--- config.mk ---
export PLATFORM = sky130hd
export DESIGN_NAME = rstk_guard
export DESIGN_NICKNAME = d
export VERILOG_FILES = /design/src/rtl/rstk_guard.sv
export SDC_FILE = /design/constraint.sdc
export NUM_CORES = 1
export LEC_CHECK = 0
export ABC_CLOCK_PERIOD_IN_PS = 3870
export BUFFER_PORTS_ARGS = -buffer_cell sky130_fd_sc_hd__buf_2
export CAP_MARGIN = 30
export CORE_MARGIN = 2
export CORE_UTILIZATION = 59
export CTS_CLUSTER_DIAMETER = 40
export DETAILED_ROUTE_END_ITERATION = 10
export GPL_TIMING_DRIVEN = 0
export PLACE_DENSITY = 0.84
export SLEW_MARGIN = 20
export SYNTH_ARGS = -nofsm -noshare
export SYNTH_HDL_FRONTEND = slang
export SYNTH_SLANG_ARGS = --single-unit
--- constraint.sdc ---
create_clock -name clk -period 3.87 [get_ports clk]
set_input_delay 0.1935 -clock clk [delete_from_list [all_inputs] [get_ports clk]]
set_output_delay 0.1935 -clock clk [all_outputs]
set_load 0.02 [all_outputs]
--- src/rtl/rstk_guard.sv ---
module rstk_guard #(
  parameter int DEPTH = 8,
  parameter int AW    = 16
) (
  input  logic          clk,
  input  logic          por_n,
  input  logic          core_rst_i,
  input  logic          push_i,
  input  logic [AW-1:0] push_addr_i,
  input  logic          pop_i,
  output logic [AW-1:0] top_o,
  input  logic          rst_en_i,
  input  logic          clr_full_i,
  input  logic          clr_unf_i,
  output logic          full_o,
  output logic          unf_o,
  output logic          rst_req_o
);
  localparam int PW = $clog2(DEPTH + 1);
  localparam int IW = (DEPTH > 1) ? $clog2(DEPTH) : 1;
  localparam logic [PW-1:0] CAP = PW'(DEPTH);

  logic [AW-1:0] mem [DEPTH];
  logic [PW-1:0] ptr;
  logic do_push, do_pop, is_empty, is_full, ovf, udf, fills;

  assign do_pop   = !core_rst_i && pop_i;
  assign do_push  = !core_rst_i && push_i && !pop_i;
  assign is_empty = (ptr == '0);
  assign is_full  = (ptr == CAP);
  assign ovf      = do_push && is_full;
  assign udf      = do_pop && is_empty;
  assign fills    = do_push && (ptr == CAP - 1'b1);
  assign top_o    = is_empty ? '0 : mem[IW'(ptr - 1'b1)];

  always_ff @(posedge clk)
    if (do_push && !is_full) mem[IW'(ptr)] <= push_addr_i;

  always_ff @(posedge clk or negedge por_n)
    if (!por_n)                    ptr <= '0;
    else if (core_rst_i)           ptr <= '0;
    else if (do_pop && !is_empty)  ptr <= ptr - 1'b1;
    else if (do_push && !is_full)  ptr <= ptr + 1'b1;

  always_ff @(posedge clk or negedge por_n)
    if (!por_n) begin
      full_o    <= 1'b0;
      unf_o     <= 1'b0;
      rst_req_o <= 1'b0;
    end else begin
      full_o    <= (full_o && !clr_full_i) || fills || ovf;
      unf_o     <= (unf_o && !clr_unf_i) || udf;
      rst_req_o <= rst_en_i && (ovf || udf);
    end

  a_r3_no_overflow: assert property (@(posedge clk) disable iff (!por_n) ptr <= CAP);
  a_r1_push_lands: assert property (@(posedge clk) disable iff (!por_n)
    (do_push && !is_full) |=> (top_o == $past(push_addr_i)));
  a_r4_udf_flag: assert property (@(posedge clk) disable iff (!por_n)
    udf |=> (unf_o && top_o == '0));
  a_r6_req_needs_en: assert property (@(posedge clk) disable iff (!por_n)
    rst_req_o |-> $past(rst_en_i));
  a_r5_flag_with_req: assert property (@(posedge clk) disable iff (!por_n)
    rst_req_o |-> (full_o || unf_o));
  a_r7_full_sticky: assert property (@(posedge clk) disable iff (!por_n)
    (full_o && !clr_full_i) |=> full_o);
  a_r7_unf_sticky: assert property (@(posedge clk) disable iff (!por_n)
    (unf_o && !clr_unf_i) |=> unf_o);
endmodule

==> results.sh <==
export IMPL_synth_nets=319
export IMPL_top_layer="met4"
export IMPL_first_pass_iters=5
export IMPL_start_util_pct=60.2
export IMPL_cts_max_level=4
export IMPL_drt_wl_total_mm=11.8
export IMPL_antenna_cells=0
export IMPL_drcViolationCount=0
export IMPL_yosys_top_cells_area="edfxtp_1, mux4_1, mux4_2, dfrtp_1, inv_1"
export IMPL_hold_class="in2reg"
export IMPL_gp_congestion=0.841
export IMPL_outcome="finished clean"
export IMPL_syn_area_um2=5510
export IMPL_cts_buffer_depth=2
export IMPL_crit_slowest_cell="clkbuf_1"
export IMPL_arrival_ps=2960
export IMPL_yosysTopAreaCell="edfxtp_1"
export IMPL_cp_top_family="buffers and inverters"
export IMPL_worstSetupStartpointType="flop"
export IMPL_vdd_drop_max_mv=0.574
export IMPL_dr_wl_met3_um=900
export IMPL_gr_total_overflow=0
export IMPL_fill_cells=488
export IMPL_synth_seq_cells=135
export IMPL_cts_tree="yes"
export IMPL_endpoint_kind="primary output"
export IMPL_relSlewSlack_pct=61.4
export IMPL_min_period_ps=3160
export IMPL_grt_start_max_net_pins=17
export IMPL_syn2layout_area_growth_pct=22.7
export IMPL_whs_ps=20.5
export IMPL_die_h_um=101
export IMPL_worst_pin_slew_ps=579
export IMPL_slowest_delay_ps=360
export IMPL_finalCritPeriodShare_pct=81.5
export IMPL_io_buffer_count=41
export IMPL_vias_per_cell=6.04
export IMPL_skew_ps=8.52
export IMPL_cts_buffers=17
export IMPL_dp_hpwl_mm=6.90
export IMPL_cts_sinks=135
export IMPL_rsz0062_at_grt="no"
export IMPL_fp_row_count=35
export IMPL_yosys_top_cells_count="edfxtp_1, inv_1, mux4_2"
export IMPL_wl_met2_mm=6.11
export IMPL_synth_warnings=0
export IMPL_synth_top_flop_cell="edfxtp_1"
export IMPL_crit_required_ps=3680
export IMPL_yosys_area_top_type_share_pct=69.8
export IMPL_drtIter0Drc=276
export IMPL_setup_violations=0
export IMPL_leakagePower_nw=2.49
export IMPL_power_density_nw_per_um2=791
export IMPL_wl_met1_mm=4.56
export IMPL_drive_above_1_share_pct=32.2
export IMPL_async_flop_share_pct=5.19
export IMPL_synth_edf_count=128
export IMPL_path_buf_inv=6
export IMPL_yosysMostFrequentCell="edfxtp_1"
export IMPL_grt_pass1_wl_mm=17.9
export IMPL_report_final_slew_viol_count=0
export IMPL_yosysSeqAreaShare_pct=73.0
export IMPL_clk_pin_slew_ps=60
export IMPL_final_nets=409
export IMPL_vias=3057
export IMPL_hold_viol=0
export IMPL_grt_usage_pct=25.4
export IMPL_grt_pass1_vias=3131
export IMPL_fin_setup_tns_ps=0
export IMPL_fp_coreArea_um2=9150
export IMPL_reg2reg_slack_ps=1280
export IMPL_crit_type="reg2out"
export IMPL_grt_antenna_before_repair=0
export IMPL_syn_avg_cell_area_um2=18.9
export IMPL_path_common_cell="buf_2"
export IMPL_ant_nets=0
export IMPL_root_buffer="clkbuf_8"
export IMPL_clk_latency_ps=520
export IMPL_maxCapViolCount=0
export IMPL_synth_cell_type_count=36
export IMPL_crit_fanout=10
export IMPL_ioPinCount=43
export IMPL_die_x_um=101
export IMPL_wl_per_cell_um=23.3
export IMPL_max_freq_ghz=0.317
export IMPL_cp_cell_sequence="clkbuf_1, inv_1, ha_1, buf_2, buf_2, mux4_1, inv_1, o22ai_1, buf_2"
export IMPL_synth_cells=292
export IMPL_die_area_um2=10100
export IMPL_post_cts_resized=0
[state kept, by name, indices dropped and copies added, names as in the netlist]
name / flops
full_o: 1
mem: 128
ptr: 4
rst_req_o: 1
unf_o: 1
[area by class of cell]
| class | instances | area (um2) | area share [%] |
|---|---|---|---|
| multi-input combinational | 104 | 1270 | 18.8 |
| inverter | 38 | 143 | 2.11 |
| clock buffer | 18 | 418 | 6.19 |
| clock inverter | 14 | 139 | 2.06 |
| sequential | 135 | 4020 | 59.5 |
| timing repair buffer | 71 | 529 | 7.83 |
| buffer | 15 | 101 | 1.50 |
| tap | 111 | 139 | 2.06 |
[metal layers]
layer | up-vias | global-route usage (%)
li1 | 1354 | -
met1 | 1540 | 33.2
met5 | - | 0
met3 | 19 | 6.10
met4 | 0 | 10.3
met2 | 144 | 41.5
[logic make-up (layout without fill, tap and decap cells)]
group / Yosys count / count (layout) / share of synthesized area (%)
flip-flops: 135 / 135 / 73.0
adder cells (fa/ha/maj): 3 / 3 / 0.682
AND/OR/NAND/NOR: 34 / 34 / 3.30
multiplexers: 35 / 35 / 14.7
buffers and inverters: 53 / 156 / 4.43
AO/OA/AOI/OAI: 32 / 32 / 3.86
[worst reg2reg max path: stages (launching register included)]
cell and delay [ps]:
dfrtp_1 350, clkbuf_1 360, inv_1 170, ha_1 300
a21oi_1 180, nand2_1 180, nor2_2 530, buf_8 230
[power breakdown]
part           leakage [nW]  internal (W)  switching, W
clock                 0.265      0.000868      0.000627
sequential             1.25       0.00168     0.0000365
combinational         0.979      0.000849       0.00128
[worst paths after layout]
check	from	to	depth (start not counted)
max	ptr[1]$_DFFE_PN0P_	top_o[2]	9
min	core_rst_i	full_o$_DFF_PN0_	4
max reg2reg	ptr[1]$_DFFE_PN0P_	mem[1][14]$_DFFE_PP_	7
min reg2reg	unf_o$_DFF_PN0_	unf_o$_DFF_PN0_	2
max in group asynchronous	por_n	ptr[0]$_DFFE_PN0P_	2
min in group asynchronous	por_n	ptr[3]$_DFFE_PN0P_	2
[cell usage in the layout (no fill, tap or decap), types with 4 or more instances in the layout]
cell type        n
edfxtp_1       128
buf_2           50
inv_1           38
dlygate4sd3_1   20
mux4_2          17
o22ai_1         16
clkbuf_16       16
mux4_1          15
nand2_1         10
dfrtp_1          7
nor2_2           6
inv_6            6
buf_8            6
buf_6            5
buf_4            4
nor2_1           4
[repair_timing]
| item | in CTS | in global routing |
|---|---|---|
| hold buffers | 20 | 0 |
| setup buffers | 0 | 0 |
| endpoints found under the hold margin | 138 | 0 |
[through the flow]
stage	cell area, um2	power [W]	util [%]	setup WS, ps	cells
6_report	6760	0.00534	73.8	714	506
5_1_grt	6760	0.00557	73.8	581	506
4_1_cts	6760	0.00535	73.8	718	506
3_5_place_dp	6000	0.00382	65.5	1350	454
3_3_place_gp	5850	0.00374	63.9	18.9	444
2_1_floorplan	5510	0.00319	-	1090	292
No activity file was read; power rests on OpenSTA's default activity.
